===== config.mk =====
export PLATFORM = sky130hd
export DESIGN_NAME = cmd_interp
export DESIGN_NICKNAME = d
export VERILOG_FILES = /design/src/rtl/cmdi_pkg.sv /design/src/rtl/cmdi_opdecode.sv /design/src/rtl/cmdi_bitmerge.sv /design/src/rtl/cmdi_readback.sv /design/src/rtl/cmd_interp.sv
export SDC_FILE = /design/constraint.sdc
export NUM_CORES = 1
export LEC_CHECK = 0
export BUFFER_PORTS_ARGS = -buffer_cell sky130_fd_sc_hd__buf_2
export CAP_MARGIN = 20
export CORE_ASPECT_RATIO = 0.7
export CORE_MARGIN = 10
export CORE_UTILIZATION = 52
export CTS_BUF_LIST = sky130_fd_sc_hd__clkbuf_4
export CTS_CLUSTER_SIZE = 10
export DETAILED_ROUTE_END_ITERATION = 7
export GPL_ROUTABILITY_DRIVEN = 0
export GPL_TIMING_DRIVEN = 0
export PLACE_DENSITY = 0.91
export RECOVER_POWER = 50
export SLEW_MARGIN = 25
export SYNTH_ARGS = -nofsm -noshare
export SYNTH_HDL_FRONTEND = slang
export SYNTH_SLANG_ARGS = --single-unit

===== constraint.sdc =====
create_clock -name clk -period 2 [get_ports clk]
set_input_delay 0.3 -clock clk [delete_from_list [all_inputs] [get_ports clk]]
set_output_delay 0.3 -clock clk [all_outputs]
set_load 0.01 [all_outputs]

===== src/rtl/cmdi_pkg.sv =====
package cmdi_pkg;

    localparam logic [7:0] OPC_SET   = 8'h18;
    localparam logic [7:0] OPC_CLR   = 8'h20;
    localparam logic [7:0] OPC_BLKWR = 8'h28;
    localparam logic [7:0] OPC_BLKRD = 8'h30;

    typedef enum logic [2:0] {
        OP_NONE,
        OP_SET,
        OP_CLR,
        OP_WR,
        OP_RD
    } op_e;

    typedef enum logic [2:0] {
        PH_IDLE,
        PH_OPC,
        PH_ADDR,
        PH_MASK,
        PH_DATA,
        PH_SKIP
    } phase_e;

    function automatic op_e decode_opcode(input logic [7:0] b);
        case (b)
            OPC_SET:   return OP_SET;
            OPC_CLR:   return OP_CLR;
            OPC_BLKWR: return OP_WR;
            OPC_BLKRD: return OP_RD;
            default:   return OP_NONE;
        endcase
    endfunction

endpackage


===== src/rtl/cmdi_opdecode.sv =====
module cmdi_opdecode
    import cmdi_pkg::*;
(
    input  logic [7:0] in_byte,
    output op_e        op
);
    always_comb op = decode_opcode(in_byte);
endmodule


===== src/rtl/cmdi_bitmerge.sv =====
module cmdi_bitmerge
    import cmdi_pkg::*;
#(
    parameter int DW = 8
) (
    input  op_e           mode,
    input  logic [DW-1:0] cur,
    input  logic [DW-1:0] mask,
    output logic [DW-1:0] merged
);
    for (genvar i = 0; i < DW; i++) begin : g_bit
        always_comb begin
            case (mode)
                OP_SET:  merged[i] = cur[i] | mask[i];
                OP_CLR:  merged[i] = cur[i] & ~mask[i];
                default: merged[i] = cur[i];
            endcase
        end
    end
endmodule


===== src/rtl/cmdi_readback.sv =====
module cmdi_readback #(
    parameter int DW = 8
) (
    input  logic          clk,
    input  logic          rst,
    input  logic          rd_req,
    input  logic          armed,
    input  logic [DW-1:0] src,
    output logic [DW-1:0] rd_data
);
    always_ff @(posedge clk) begin
        if (rst) begin
            rd_data <= '0;
        end else if (rd_req) begin
            rd_data <= armed ? src : '0;
        end
    end
endmodule


===== src/rtl/cmd_interp.sv =====
module cmd_interp
    import cmdi_pkg::*;
#(
    parameter int AW = 8,
    parameter int DW = 8
) (
    input  logic          clk,
    input  logic          rst,
    input  logic          tgt_start,
    input  logic          tgt_stop,
    input  logic          tgt_wr_valid,
    input  logic [DW-1:0] tgt_wr_data,
    input  logic          tgt_rd_req,
    output logic [DW-1:0] tgt_rd_data,
    output logic [AW-1:0] rf_addr,
    output logic          rf_wr_en,
    output logic [DW-1:0] rf_wr_data,
    input  logic [DW-1:0] rf_rd_data
);
    localparam logic [AW-1:0] PTR_STEP = AW'(1);

    phase_e        ph;
    op_e           op_q;
    op_e           dec_op;
    logic [AW-1:0] ptr;
    logic          armed;
    logic [DW-1:0] merged;

    cmdi_opdecode u_dec (
        .in_byte (tgt_wr_data[7:0]),
        .op      (dec_op)
    );

    cmdi_bitmerge #(.DW(DW)) u_merge (
        .mode   (op_q),
        .cur    (rf_rd_data),
        .mask   (tgt_wr_data),
        .merged (merged)
    );

    cmdi_readback #(.DW(DW)) u_rb (
        .clk     (clk),
        .rst     (rst),
        .rd_req  (tgt_rd_req),
        .armed   (armed),
        .src     (rf_rd_data),
        .rd_data (tgt_rd_data)
    );

    always_ff @(posedge clk) begin
        if (rst) begin
            ph    <= PH_IDLE;
            op_q  <= OP_NONE;
            ptr   <= '0;
            armed <= 1'b0;
        end else begin
            if (tgt_wr_valid) begin
                case (ph)
                    PH_OPC: begin
                        op_q  <= dec_op;
                        armed <= 1'b0;
                        ph    <= (dec_op == OP_NONE) ? PH_SKIP : PH_ADDR;
                    end
                    PH_ADDR: begin
                        ptr <= tgt_wr_data[AW-1:0];
                        case (op_q)
                            OP_SET, OP_CLR: ph <= PH_MASK;
                            OP_WR:          ph <= PH_DATA;
                            OP_RD: begin
                                armed <= 1'b1;
                                ph    <= PH_SKIP;
                            end
                            default:        ph <= PH_SKIP;
                        endcase
                    end
                    PH_MASK: ph  <= PH_SKIP;
                    PH_DATA: ptr <= ptr + PTR_STEP;
                    default: ;
                endcase
            end
            if (tgt_rd_req && armed) begin
                ptr <= ptr + PTR_STEP;
            end
            if (tgt_start) begin
                ph <= PH_OPC;
            end
            if (tgt_stop) begin
                ph    <= PH_IDLE;
                armed <= 1'b0;
            end
        end
    end

    always_comb begin
        rf_addr    = ptr;
        rf_wr_en   = tgt_wr_valid && (ph == PH_MASK || ph == PH_DATA);
        rf_wr_data = (ph == PH_DATA) ? tgt_wr_data : merged;
    end

endmodule


==> results of run 1 <==
==> state kept, by name, summed over array words and instances, names as in the netlist <==
name / flops
ph: 3
rf_addr: 8
u_rb.rd_data: 8
armed: 1
op_q: 3
==> metrics by stage <==
step	total power, mW	cell area (µm²)	util	setup slack (ns)	cells
after floorplan	0.534	1440	-	0.398	187
after global placement	0.596	1710	0.670	0.151	267
after detailed placement	0.598	1710	0.670	0.112	267
after CTS	0.828	1760	0.690	0.0268	271
after global routing	0.866	1800	0.705	-0.00551	275
final	0.820	1800	0.705	0.0633	275
==> critical path: stages, from the launching register on <==
cell and delay [ns]:
sky130_fd_sc_hd__dfxtp_4 0.39, sky130_fd_sc_hd__or3b_4 0.42, sky130_fd_sc_hd__clkbuf_8 0.19, sky130_fd_sc_hd__a21oi_1 0.15
sky130_fd_sc_hd__a21oi_1 0.05, sky130_fd_sc_hd__buf_2 0.14
==> synthesized netlist by cell type (3+ instances only) <==
library cell / number / area [µm²]
sky130_fd_sc_hd__nand3_1: 6 / 30.0
sky130_fd_sc_hd__or3_1: 6 / 37.5
sky130_fd_sc_hd__o32ai_1: 5 / 43.8
sky130_fd_sc_hd__a21boi_0: 8 / 60.1
sky130_fd_sc_hd__o21a_1: 4 / 30.0
sky130_fd_sc_hd__nor2_1: 13 / 48.8
sky130_fd_sc_hd__nand2_1: 11 / 41.3
sky130_fd_sc_hd__nor2b_1: 9 / 56.3
sky130_fd_sc_hd__clkbuf_1: 4 / 15.0
sky130_fd_sc_hd__nor3_1: 4 / 20.0
sky130_fd_sc_hd__nand2b_1: 3 / 18.8
sky130_fd_sc_hd__inv_1: 5 / 18.8
sky130_fd_sc_hd__a211oi_1: 4 / 30.0
sky130_fd_sc_hd__a21oi_1: 36 / 180
sky130_fd_sc_hd__dfxtp_1: 23 / 460
sky130_fd_sc_hd__o22ai_1: 8 / 50.1
sky130_fd_sc_hd__o21ai_0: 3 / 15.0
==> routing by layer <==
layer | vias to the layer above | wire length (µm) | track usage
met1 | 728 | 1950 | 0.199
met5 | - | 0 | 0
met4 | 0 | 19 | 0.0275
li1 | 811 | - | -
met3 | 4 | 500 | 0.0734
met2 | 89 | 1880 | 0.233
==> what timing repair did <==
item,in CTS,in global routing
endpoints found under the setup margin,9,9
buffers inserted,1,4
hold buffers,0,0
gates resized for setup,7,8
pin swaps,1,0
==> path summary, 6_finish.rpt <==
check | depth (start not counted) | to | slack (ns)
setup / recovery | 5 | rf_wr_data[6] | 0.06
hold / removal | 2 | armed$_SDFFE_PP0P_ | 0.19
setup reg to reg | 5 | op_q[2]$_SDFFE_PP0P_ | 0.33
hold reg to reg | 2 | rf_addr[7]$_SDFFE_PP0P_ | 0.53
==> power groups by stage <==
| stage | combinational (mW) | sequential (mW) | clock (mW) |
|---|---|---|---|
| 2_1_floorplan | 0.0616 | 0.473 | 0 |
| 6_report | 0.132 | 0.462 | 0.226 |
| 4_1_cts | 0.123 | 0.465 | 0.240 |
| 5_1_grt | 0.145 | 0.462 | 0.258 |
| 3_3_place_gp | 0.123 | 0.472 | 0 |
| 3_5_place_dp | 0.125 | 0.473 | 0 |
==> final cells by class <==
type,instances,area share
well taps,34,0.0236
plain buffers,7,0.0285
clock buffers,4,0.0167
repair buffers,51,0.139
flip-flops and latches,23,0.260
multi-input cells,151,0.522
inverters,5,0.0104
==> cells by family (layout without fill, tap and decap cells) <==
group           after synthesis  count (layout)  synth area share
buf+inv                      13              67            0.0435
xor+xnor                      4               4            0.0244
fa+ha+maj                     1               1           0.00870
compound gates               79              79             0.346
flops                        23              23             0.320
simple gates                 67              67             0.257
==> flow_summary.html, run 1 <==
<table>
<tr><th>Metric</th><th>Value</th></tr>
<tr><th colspan="2">Placed design</th></tr>
<tr><td>Final HPWL DP</td><td>3250 µm</td></tr>
<tr><td>Number of I/O port buffers</td><td>46</td></tr>
<tr><th colspan="2">Cells and area</th></tr>
<tr><td>Number of nets in the layout</td><td>265</td></tr>
<tr><td>Synth-to-Final Area Change</td><td>25.2%</td></tr>
<tr><td>Filler Cells Inserted</td><td>between 200 and 250</td></tr>
<tr><td>Sequential standard cell area</td><td>about 470 µm²</td></tr>
<tr><td>Area of the multi-input gates</td><td>around 940 µm²</td></tr>
<tr><td>Proportion of layout cells with a drive suffix above 1</td><td>0.237</td></tr>
<tr><td>Commonest cells after routing, fill and taps aside</td><td>sky130_fd_sc_hd__a21oi_1 (33), sky130_fd_sc_hd__buf_2 (32), sky130_fd_sc_hd__dfxtp_1 (21)</td></tr>
<tr><td>Antenna Cells</td><td>0</td></tr>
<tr><td>Most frequent standard cell in the layout excluding fill and tap cells</td><td>sky130_fd_sc_hd__a21oi_1</td></tr>
<tr><th colspan="2">Timing</th></tr>
<tr><td>Post-Route Setup TNS</td><td>0 ns</td></tr>
<tr><td>Worst hold slack after final layout</td><td>around 0.19 ns</td></tr>
<tr><td>Post-route fraction of the period consumed by the critical path</td><td>0.968</td></tr>
<tr><td>Final hold violation count</td><td>0</td></tr>
<tr><td>Min cycle time layout</td><td>roughly 1.9 ns</td></tr>
<tr><td>Total count of max-transition violations in the final report</td><td>0</td></tr>
<tr><td>Setup violations, final</td><td>0</td></tr>
<tr><td>Post-route clock skew</td><td>~0.0056 ns</td></tr>
<tr><td>Headroom to the max-slew limit</td><td>0.674</td></tr>
<tr><td>Slew of the pin with the lowest slew margin</td><td>around 0.5 ns</td></tr>
<tr><td>Peak clock frequency supported by timing</td><td>0.516 GHz</td></tr>
<tr><td>Unrepaired setup endpoints after global routing</td><td>true</td></tr>
<tr><th colspan="2">CTS</th></tr>
<tr><td>Clk sinks</td><td>23</td></tr>
<tr><td>Clock edge transition at the registers on the reported setup and hold paths</td><td>around 0.12 ns</td></tr>
<tr><td>Max Root-Sink Buffers</td><td>2</td></tr>
<tr><td>Clock root cell</td><td>sky130_fd_sc_hd__clkbuf_4</td></tr>
<tr><td>CTS H-tree lvls</td><td>1</td></tr>
<tr><td>TritonCTS clock tree</td><td>built</td></tr>
<tr><td>Clock buffers created by TritonCTS</td><td>3</td></tr>
<tr><td>Clock insertion delay at the later pin of the skew report</td><td>a little over 0.3 ns</td></tr>
<tr><th colspan="2">Logic synthesis</th></tr>
<tr><td>Post-Synthesis Net Count</td><td>between 200 and 250</td></tr>
<tr><td>Flops &amp; latches, synth</td><td>23</td></tr>
<tr><td>Leading register cell type out of synthesis</td><td>sky130_fd_sc_hd__dfxtp_1</td></tr>
<tr><td>Number of synthesized flops with an enable pin</td><td>0</td></tr>
<tr><td>Combined area of all synthesized cells</td><td>1440 µm²</td></tr>
<tr><td>Number of cells produced by synthesis</td><td>roughly 190</td></tr>
<tr><td>Fraction of synthesis flops using an asynchronous set or reset pin</td><td>0</td></tr>
<tr><td>Number of distinct library cells after synthesis</td><td>between 40 and 50</td></tr>
<tr><td>Mapped Avg Cell Area</td><td>approximately 7.7 µm²</td></tr>
<tr><td>Synthesis Warnings</td><td>0</td></tr>
<tr><td>Seq/Total Area, Yosys</td><td>0.320</td></tr>
<tr><th colspan="2">Route</th></tr>
<tr><td>Total Wirelength</td><td>approximately 4300 µm</td></tr>
<tr><td>Initial DRC Count</td><td>~170</td></tr>
<tr><td>Total number of vias</td><td>approximately 1600</td></tr>
<tr><td>Number of vias per cell</td><td>between 5 and 6</td></tr>
<tr><td>Number of nets with antenna violations after detailed routing</td><td>0</td></tr>
<tr><td>Routed len/inst</td><td>about 16 µm</td></tr>
<tr><td>Remaining DRCs</td><td>0</td></tr>
<tr><td>Pre-antenna DRT Iters</td><td>5</td></tr>
<tr><th colspan="2">Worst setup path</th></tr>
<tr><td>Worst setup startpoint</td><td>ph[2]$_SDFFE_PP0P_</td></tr>
<tr><td>Nature of the critical path endpoint</td><td>primary output</td></tr>
<tr><td>Required time of the critical path</td><td>1.70 ns</td></tr>
<tr><td>Highest fanout seen on the critical path</td><td>10</td></tr>
<tr><td>Class of the most critical setup path</td><td>register to primary output</td></tr>
<tr><td>Launch instance of the worst register-to-register path</td><td>ph[2]$_SDFFE_PP0P_</td></tr>
<tr><td>Setup crit start kind</td><td>register</td></tr>
<tr><td>Critical Path AT</td><td>about 1.6 ns</td></tr>
<tr><th colspan="2">Floorplanning</th></tr>
<tr><td>Die outline width</td><td>82.8 µm</td></tr>
<tr><td>Die Span Y</td><td>between 60 and 70 µm</td></tr>
<tr><td>Top-level port count</td><td>47</td></tr>
<tr><td>Initial Util</td><td>0.563</td></tr>
<tr><td>Area enclosed by the die boundary</td><td>between 5000 and 6000 µm²</td></tr>
<tr><td>Floorplan row count</td><td>15</td></tr>
<tr><td>Area inside the core boundary</td><td>roughly 2600 µm²</td></tr>
<tr><th colspan="2">Power</th></tr>
<tr><td>Clock network fraction of design power</td><td>0.276</td></tr>
<tr><td>Switch share</td><td>0.261</td></tr>
<tr><td>Power density over the cells</td><td>around 460 nW/µm²</td></tr>
<tr><td>Maximum resistive drop on vdd</td><td>between 300 and 400 µV</td></tr>
<tr><td>Part of the total power dissipated in sequential elements</td><td>0.563</td></tr>
<tr><td>Net switching component of the power</td><td>approximately 0.21 mW</td></tr>
<tr><td>Internal power</td><td>about 0.6 mW</td></tr>
<tr><td>Fraction of power consumed by combinational cells</td><td>0.161</td></tr>
<tr><td>Leakage power summed over all cells</td><td>0.663 nW</td></tr>
<tr><th colspan="2">Status</th></tr>
<tr><td>Result of the run</td><td>completed</td></tr>
<tr><th colspan="2">GRT</th></tr>
<tr><td>Antenna violations before repair</td><td>0</td></tr>
<tr><td>Largest net degree at the start of global routing</td><td>13</td></tr>
<tr><td>Total global-route track usage</td><td>0.155</td></tr>
<tr><td>Global-route wire length before repair</td><td>a little over 7000 µm</td></tr>
<tr><td>Via count of the first global-routing pass</td><td>~1500</td></tr>
<tr><td>Total gr overflow</td><td>0</td></tr>
<tr><th colspan="2">Min path</th></tr>
<tr><td>Hold Crit Class</td><td>primary input to register</td></tr>
<tr><td>Worst hold path startpoint</td><td>tgt_stop</td></tr>
<tr><th colspan="2">Job</th></tr>
<tr><td># Max-Cap Violations</td><td>0</td></tr>
</table>
No activity file was read; power rests on OpenSTA's default activity.
==> run 2: changes to the inputs <==
--- a/config.mk
+++ b/config.mk
@@ -5,11 +5,14 @@
 export SDC_FILE = /design/constraint.sdc
 export NUM_CORES = 1
 export LEC_CHECK = 0
+export ABC_AREA = 0
 export BUFFER_PORTS_ARGS = -buffer_cell sky130_fd_sc_hd__buf_2
 export CAP_MARGIN = 20
+export CELL_PAD_IN_SITES_DETAIL_PLACEMENT = 0
+export CELL_PAD_IN_SITES_GLOBAL_PLACEMENT = 1
 export CORE_ASPECT_RATIO = 0.7
 export CORE_MARGIN = 10
-export CORE_UTILIZATION = 52
+export CORE_UTILIZATION = 37
 export CTS_BUF_LIST = sky130_fd_sc_hd__clkbuf_4
 export CTS_CLUSTER_SIZE = 10
 export DETAILED_ROUTE_END_ITERATION = 7
==> run 2 against run 1 <==
Against the previous run: final area increased by 0.63%; hold slack got worse by 0.020 ns; sequential cell count unchanged; critical path type unchanged; critical endpoint unchanged; largest cell class unchanged; largest power group unchanged.
==> flow_summary.html, run 2 (synthesis results as in run 1) <==
<table>
<tr><th>Metric</th><th>Value</th></tr>
<tr><th colspan="2">Worst setup path</th></tr>
<tr><td>Critical Path AT</td><td>1.66 ns</td></tr>
<tr><td>Highest fanout seen on the critical path</td><td>10</td></tr>
<tr><td>Class of the most critical setup path</td><td>register to primary output</td></tr>
<tr><td>Nature of the critical path endpoint</td><td>primary output</td></tr>
<tr><td>Required time of the critical path</td><td>around 1.7 ns</td></tr>
<tr><td>Setup crit start kind</td><td>register</td></tr>
<tr><th colspan="2">Timing</th></tr>
<tr><td>Post-Route Setup TNS</td><td>0 ns</td></tr>
<tr><td>Peak clock frequency supported by timing</td><td>around 0.5 GHz</td></tr>
<tr><td>Headroom to the max-slew limit</td><td>0.656</td></tr>
<tr><td>Worst hold slack after final layout</td><td>0.174 ns</td></tr>
<tr><td>Post-route clock skew</td><td>a little under 0.008 ns</td></tr>
<tr><td>Slew of the pin with the lowest slew margin</td><td>approximately 0.52 ns</td></tr>
<tr><td>Unrepaired setup endpoints after global routing</td><td>true</td></tr>
<tr><td>Crit path setup slack, layout</td><td>0.0380 ns</td></tr>
<tr><td>Final hold violation count</td><td>0</td></tr>
<tr><td>Post-route fraction of the period consumed by the critical path</td><td>0.981</td></tr>
<tr><td>Total count of max-transition violations in the final report</td><td>0</td></tr>
<tr><td>Setup violations, final</td><td>0</td></tr>
<tr><td>Min cycle time layout</td><td>1.96 ns</td></tr>
<tr><th colspan="2">Route</th></tr>
<tr><td>Initial DRC Count</td><td>between 100 and 150</td></tr>
<tr><td>Routed len/inst</td><td>16.2 µm</td></tr>
<tr><td>Remaining DRCs</td><td>0</td></tr>
<tr><td>Total number of vias</td><td>about 1700</td></tr>
<tr><td>Pre-antenna DRT Iters</td><td>4</td></tr>
<tr><td>Total Wirelength</td><td>4680 µm</td></tr>
<tr><td>Number of nets with antenna violations after detailed routing</td><td>0</td></tr>
<tr><td>Number of vias per cell</td><td>5.76</td></tr>
<tr><th colspan="2">Placed design</th></tr>
<tr><td>Inst Count DP</td><td>approximately 280</td></tr>
<tr><td>Number of I/O port buffers</td><td>46</td></tr>
<tr><td>Placed Area</td><td>about 1700 µm²</td></tr>
<tr><td>Worst setup slack before clock tree synthesis</td><td>approximately 0.13 ns</td></tr>
<tr><td>Final HPWL DP</td><td>3490 µm</td></tr>
<tr><th colspan="2">CTS</th></tr>
<tr><td>Clock edge transition at the registers on the reported setup and hold paths</td><td>0.15 ns</td></tr>
<tr><td>Clock buffers created by TritonCTS</td><td>3</td></tr>
<tr><td>Max Root-Sink Buffers</td><td>2</td></tr>
<tr><td>Clock root cell</td><td>sky130_fd_sc_hd__clkbuf_4</td></tr>
<tr><td>TritonCTS clock tree</td><td>built</td></tr>
<tr><td>Post-cts hold buffer count</td><td>0</td></tr>
<tr><td>CTS H-tree lvls</td><td>1</td></tr>
<tr><td>Clock insertion delay at the later pin of the skew report</td><td>0.33 ns</td></tr>
<tr><td>Clk sinks</td><td>23</td></tr>
<tr><th colspan="2">Floorplanning</th></tr>
<tr><td>Die Span Y</td><td>about 72 µm</td></tr>
<tr><td>Top-level port count</td><td>47</td></tr>
<tr><td>Initial Util</td><td>0.396</td></tr>
<tr><td>Die outline width</td><td>roughly 95 µm</td></tr>
<tr><td>Area inside the core boundary</td><td>between 3000 and 4000 µm²</td></tr>
<tr><td>Area enclosed by the die boundary</td><td>~6800 µm²</td></tr>
<tr><td>Floorplan row count</td><td>18</td></tr>
<tr><th colspan="2">Cells and area</th></tr>
<tr><td>Synth-to-Final Area Change</td><td>25.9%</td></tr>
<tr><td>Area of the multi-input gates</td><td>around 930 µm²</td></tr>
<tr><td>Sequential standard cell area</td><td>roughly 470 µm²</td></tr>
<tr><td>Antenna Cells</td><td>0</td></tr>
<tr><td>Filler Cells Inserted</td><td>~380</td></tr>
<tr><td>Final non-filler cell total</td><td>290</td></tr>
<tr><td>Final cell area excluding filler cells</td><td>between 1500 and 2000 µm²</td></tr>
<tr><td>Number of nets in the layout</td><td>between 200 and 300</td></tr>
<tr><td>Proportion of layout cells with a drive suffix above 1</td><td>0.250</td></tr>
<tr><td>Commonest cells after routing, fill and taps aside</td><td>sky130_fd_sc_hd__a21oi_1 (34), sky130_fd_sc_hd__buf_2 (34), sky130_fd_sc_hd__dfxtp_1 (19)</td></tr>
<tr><td>Post-layout util</td><td>0.499</td></tr>
<tr><th colspan="2">Job</th></tr>
<tr><td># Max-Cap Violations</td><td>0</td></tr>
<tr><th colspan="2">Power</th></tr>
<tr><td>Power consumption</td><td>0.834 mW</td></tr>
<tr><td>Maximum resistive drop on vdd</td><td>~380 µV</td></tr>
<tr><td>Leakage power summed over all cells</td><td>0.669 nW</td></tr>
<tr><td>Power density over the cells</td><td>roughly 460 nW/µm²</td></tr>
<tr><th colspan="2">GRT</th></tr>
<tr><td>Largest net degree at the start of global routing</td><td>14</td></tr>
<tr><td>Total global-route track usage</td><td>0.133</td></tr>
<tr><td>Via count of the first global-routing pass</td><td>approximately 1600</td></tr>
<tr><td>Antenna violations before repair</td><td>0</td></tr>
<tr><td>Global-route wire length before repair</td><td>7640 µm</td></tr>
<tr><td>Total gr overflow</td><td>0</td></tr>
<tr><th colspan="2">Status</th></tr>
<tr><td>Result of the run</td><td>completed</td></tr>
<tr><th colspan="2">Min path</th></tr>
<tr><td>Hold Crit Class</td><td>primary input to register</td></tr>
</table>
[run 2: path summary, 6_finish.rpt]
check | slack [ns] | cells past startpoint | end | start
hold / removal | 0.17 | 2 | ph[0]$_SDFFE_PP0P_ | tgt_stop
hold reg to reg | 0.51 | 2 | op_q[1]$_SDFFE_PP0P_ | op_q[1]$_SDFFE_PP0P_
setup / recovery | 0.04 | 5 | rf_wr_data[6] | ph[0]$_SDFFE_PP0P_
setup reg to reg | 0.32 | 5 | rf_addr[5]$_SDFFE_PP0P_ | ph[0]$_SDFFE_PP0P_
[run 2: power breakdown]
| group | switching, mW | total, mW | internal (mW) |
|---|---|---|---|
| clock network | 0.161 | 0.236 | 0.0751 |
| logic | 0.0785 | 0.135 | 0.0563 |
| registers | 0.00348 | 0.462 | 0.459 |
[run 2: area by class of cell]
cell class / instances / share of cell area
Clock buffer: 3 / 0.0124
Multi-Input combinational cell: 151 / 0.516
Sequential cell: 23 / 0.260
Clock inverter: 1 / 0.00276
Tap cell: 50 / 0.0346
Inverter: 5 / 0.0104
Timing Repair Buffer: 51 / 0.140
Buffer: 6 / 0.0242
[run 2: timing repair]
action                                  4_1_cts  5_1_grt
endpoints found under the hold margin         0        0
cloned                                        0        0
buffers inserted                              1        4
gates resized for setup                       7        9
pin swaps                                     1        0
endpoints found under the setup margin        9        9
[run 2: routing by layer]
layer / routed length [µm] / up-vias / global-route usage
met5: 0 / - / 0
met4: 14 / 0 / 0.0132
met3: 629 / 4 / 0.0689
met2: 1860 / 86 / 0.192
met1: 2180 / 770 / 0.176
li1: - / 810 / -
[run 2: critical path, stage by stage, from the launching register on]
cell	delay [ns]
sky130_fd_sc_hd__dfxtp_4	0.40
sky130_fd_sc_hd__or3b_4	0.41
sky130_fd_sc_hd__clkbuf_8	0.18
sky130_fd_sc_hd__a21oi_1	0.15
sky130_fd_sc_hd__a21oi_1	0.05
sky130_fd_sc_hd__buf_2	0.15
==> run 3: changes to the inputs <==
--- a/config.mk
+++ b/config.mk
@@ -6,19 +6,19 @@
 export NUM_CORES = 1
 export LEC_CHECK = 0
 export ABC_AREA = 0
-export BUFFER_PORTS_ARGS = -buffer_cell sky130_fd_sc_hd__buf_2
 export CAP_MARGIN = 20
 export CELL_PAD_IN_SITES_DETAIL_PLACEMENT = 0
 export CELL_PAD_IN_SITES_GLOBAL_PLACEMENT = 1
 export CORE_ASPECT_RATIO = 0.7
 export CORE_MARGIN = 10
-export CORE_UTILIZATION = 37
+export CORE_UTILIZATION = 46
 export CTS_BUF_LIST = sky130_fd_sc_hd__clkbuf_4
 export CTS_CLUSTER_SIZE = 10
 export DETAILED_ROUTE_END_ITERATION = 7
+export DONT_BUFFER_PORTS = 1
 export GPL_ROUTABILITY_DRIVEN = 0
 export GPL_TIMING_DRIVEN = 0
-export PLACE_DENSITY = 0.91
+export PLACE_DENSITY = 0.9
 export RECOVER_POWER = 50
 export SLEW_MARGIN = 25
 export SYNTH_ARGS = -nofsm -noshare
==> run 3 against run 2 <==
Against the previous run: register-to-register slack is essentially flat; critical path depth is 1 lower; critical path type unchanged; sequential cell count unchanged; largest cell class unchanged; clock power hardly changed; sequential share of layout area grew 3.3 points; first-iteration DRC count up 20%; sequential power rose by 0.9%; hold slack worse by 0.14 ns; via count is 9.0% lower; wire length shrank 0.83%; final area is 13% lower; power is 5.8% lower.
==> flow_summary.html, run 3 (synthesis results as in run 1) <==
<table>
<tr><th>Metric</th><th>Value</th></tr>
<tr><th colspan="2">CTS</th></tr>
<tr><td>Max Root-Sink Buffers</td><td>2</td></tr>
<tr><td>Clock root cell</td><td>sky130_fd_sc_hd__clkbuf_4</td></tr>
<tr><td>Clk sinks</td><td>23</td></tr>
<tr><td>Clock edge transition at the registers on the reported setup and hold paths</td><td>approximately 0.13 ns</td></tr>
<tr><td>Clock buffers created by TritonCTS</td><td>3</td></tr>
<tr><td>Post-cts hold buffer count</td><td>0</td></tr>
<tr><td>CTS H-tree lvls</td><td>1</td></tr>
<tr><td>TritonCTS clock tree</td><td>built</td></tr>
<tr><td>Clock insertion delay at the later pin of the skew report</td><td>0.32 ns</td></tr>
<tr><th colspan="2">Route</th></tr>
<tr><td>Pre-antenna DRT Iters</td><td>4</td></tr>
<tr><td>Total Wirelength</td><td>approximately 4600 µm</td></tr>
<tr><td>Number of vias per cell</td><td>between 6 and 7</td></tr>
<tr><td>Remaining DRCs</td><td>0</td></tr>
<tr><td>Total number of vias</td><td>1519</td></tr>
<tr><td>Initial DRC Count</td><td>around 120</td></tr>
<tr><td>Routed len/inst</td><td>roughly 21 µm</td></tr>
<tr><td>Number of nets with antenna violations after detailed routing</td><td>0</td></tr>
<tr><th colspan="2">Floorplanning</th></tr>
<tr><td>Die Span Y</td><td>66.8 µm</td></tr>
<tr><td>Floorplan row count</td><td>16</td></tr>
<tr><td>Area inside the core boundary</td><td>approximately 2900 µm²</td></tr>
<tr><td>Top-level port count</td><td>47</td></tr>
<tr><td>Area enclosed by the die boundary</td><td>5800 µm²</td></tr>
<tr><td>Initial Util</td><td>0.495</td></tr>
<tr><td>Die outline width</td><td>about 87 µm</td></tr>
<tr><th colspan="2">Worst setup path</th></tr>
<tr><td>Required time of the critical path</td><td>~1.7 ns</td></tr>
<tr><td>Number of cells traversed by the worst register-to-register path</td><td>5</td></tr>
<tr><td>Highest fanout seen on the critical path</td><td>10</td></tr>
<tr><td>Critical Path AT</td><td>around 1.6 ns</td></tr>
<tr><td>Class of the most critical setup path</td><td>register to primary output</td></tr>
<tr><td>Setup crit start kind</td><td>register</td></tr>
<tr><td>Nature of the critical path endpoint</td><td>primary output</td></tr>
<tr><th colspan="2">Power</th></tr>
<tr><td>Internal power</td><td>0.587 mW</td></tr>
<tr><td>Switch share</td><td>0.253</td></tr>
<tr><td>Fraction of power consumed by combinational cells</td><td>0.103</td></tr>
<tr><td>Leakage power summed over all cells</td><td>between 0.4 and 0.5 nW</td></tr>
<tr><td>Part of the total power dissipated in sequential elements</td><td>0.594</td></tr>
<tr><td>Clock network fraction of design power</td><td>0.304</td></tr>
<tr><td>Net switching component of the power</td><td>about 0.20 mW</td></tr>
<tr><td>Power consumption</td><td>between 0.7 and 0.8 mW</td></tr>
<tr><td>Power density over the cells</td><td>between 400 and 500 nW/µm²</td></tr>
<tr><td>Maximum resistive drop on vdd</td><td>366 µV</td></tr>
<tr><th colspan="2">Timing</th></tr>
<tr><td>Total count of max-transition violations in the final report</td><td>0</td></tr>
<tr><td>Post-route fraction of the period consumed by the critical path</td><td>0.948</td></tr>
<tr><td>Crit path setup slack, layout</td><td>slightly above 0.1 ns</td></tr>
<tr><td>Min cycle time layout</td><td>about 1.9 ns</td></tr>
<tr><td>Worst hold slack after final layout</td><td>0.0355 ns</td></tr>
<tr><td>Unrepaired setup endpoints after global routing</td><td>false</td></tr>
<tr><td>Slew of the pin with the lowest slew margin</td><td>0.499 ns</td></tr>
<tr><td>Headroom to the max-slew limit</td><td>0.667</td></tr>
<tr><td>Post-Route Setup TNS</td><td>0 ns</td></tr>
<tr><td>Post-route clock skew</td><td>0.00167 ns</td></tr>
<tr><td>Final hold violation count</td><td>0</td></tr>
<tr><td>Setup violations, final</td><td>0</td></tr>
<tr><td>Peak clock frequency supported by timing</td><td>~0.53 GHz</td></tr>
<tr><th colspan="2">Status</th></tr>
<tr><td>Result of the run</td><td>completed</td></tr>
<tr><th colspan="2">Placed design</th></tr>
<tr><td>Number of I/O port buffers</td><td>0</td></tr>
<tr><td>Placed Area</td><td>approximately 1500 µm²</td></tr>
<tr><td>Final HPWL DP</td><td>roughly 3500 µm</td></tr>
<tr><td>Worst setup slack before clock tree synthesis</td><td>0.198 ns</td></tr>
<tr><td>Inst Count DP</td><td>approximately 220</td></tr>
<tr><th colspan="2">GRT</th></tr>
<tr><td>Largest net degree at the start of global routing</td><td>13</td></tr>
<tr><td>Antenna violations before repair</td><td>0</td></tr>
<tr><td>Via count of the first global-routing pass</td><td>between 1000 and 1500</td></tr>
<tr><td>Total gr overflow</td><td>0</td></tr>
<tr><td>Global-route wire length before repair</td><td>around 7400 µm</td></tr>
<tr><td>Total global-route track usage</td><td>0.157</td></tr>
<tr><th colspan="2">Min path</th></tr>
<tr><td>Hold Crit Class</td><td>primary input to register</td></tr>
<tr><td>Worst hold path cell count</td><td>1</td></tr>
<tr><th colspan="2">Cells and area</th></tr>
<tr><td>Commonest cells after routing, fill and taps aside</td><td>sky130_fd_sc_hd__a21oi_1 (24), sky130_fd_sc_hd__dfxtp_1 (21), sky130_fd_sc_hd__a21oi_2 (12), sky130_fd_sc_hd__nor2_1 (12), sky130_fd_sc_hd__nand2_1 (11)</td></tr>
<tr><td>Synth-to-Final Area Change</td><td>9.83%</td></tr>
<tr><td>Antenna Cells</td><td>0</td></tr>
<tr><td>Post-layout util</td><td>0.544</td></tr>
<tr><td>Final cell area excluding filler cells</td><td>approximately 1600 µm²</td></tr>
<tr><td>Number of nets in the layout</td><td>214</td></tr>
<tr><td>Most frequent standard cell in the layout excluding fill and tap cells</td><td>sky130_fd_sc_hd__a21oi_1</td></tr>
<tr><td>Final non-filler cell total</td><td>~230</td></tr>
<tr><td>Proportion of layout cells with a drive suffix above 1</td><td>0.158</td></tr>
<tr><td>Filler Cells Inserted</td><td>282</td></tr>
<tr><th colspan="2">Job</th></tr>
<tr><td># Max-Cap Violations</td><td>0</td></tr>
</table>
-- run 3: path summary, 6_finish.rpt --
path	start	to	slack [ns]
hold / removal	tgt_stop	armed$_SDFFE_PP0P_	0.04
hold reg to reg	ph[2]$_SDFFE_PP0P_	ph[2]$_SDFFE_PP0P_	0.53
setup / recovery	ph[2]$_SDFFE_PP0P_	rf_wr_data[4]	0.10
setup reg to reg	ph[1]$_SDFFE_PP0P_	rf_addr[5]$_SDFFE_PP0P_	0.32
-- run 3: timing repair --
| action | in CTS | in global routing |
|---|---|---|
| endpoints found under the setup margin | 9 | 9 |
| buffers inserted | 0 | 0 |
| pin swaps | 0 | 1 |
| gates resized for setup | 13 | 9 |
-- run 3: worst max-delay path: stages (launching register included) --
cell and delay, ns:
sky130_fd_sc_hd__dfxtp_2 0.42, sky130_fd_sc_hd__or3b_4 0.43, sky130_fd_sc_hd__buf_6 0.16, sky130_fd_sc_hd__a21oi_1 0.19
sky130_fd_sc_hd__a21oi_2 0.07
-- run 3: power by group through the flow --
stage                     sequential (mW)  combinational (mW)  clock [mW]
after floorplan                     0.473              0.0616           0
after global placement              0.473              0.0727           0
after detailed placement            0.474              0.0751           0
after CTS                           0.464              0.0827       0.242
after global routing                0.467              0.0882       0.263
final                               0.466              0.0808       0.238
-- run 3: area by class of cell --
type | count | area, µm² | area share
multi-input cells | 151 | 975 | 0.617
flip-flops and latches | 23 | 463 | 0.293
plain buffers | 7 | 47.5 | 0.0301
well taps | 36 | 45.0 | 0.0285
clock buffers | 4 | 30.0 | 0.0190
inverters | 5 | 18.8 | 0.0119
-- run 3: routing by layer --
metal,share of wire,track usage,vias to the layer above
li1,-,-,704
met1,0.40,0.187,737
met2,0.47,0.253,72
met3,0.12,0.0753,6
met4,0.0082,0.0262,0
met5,0,0,-
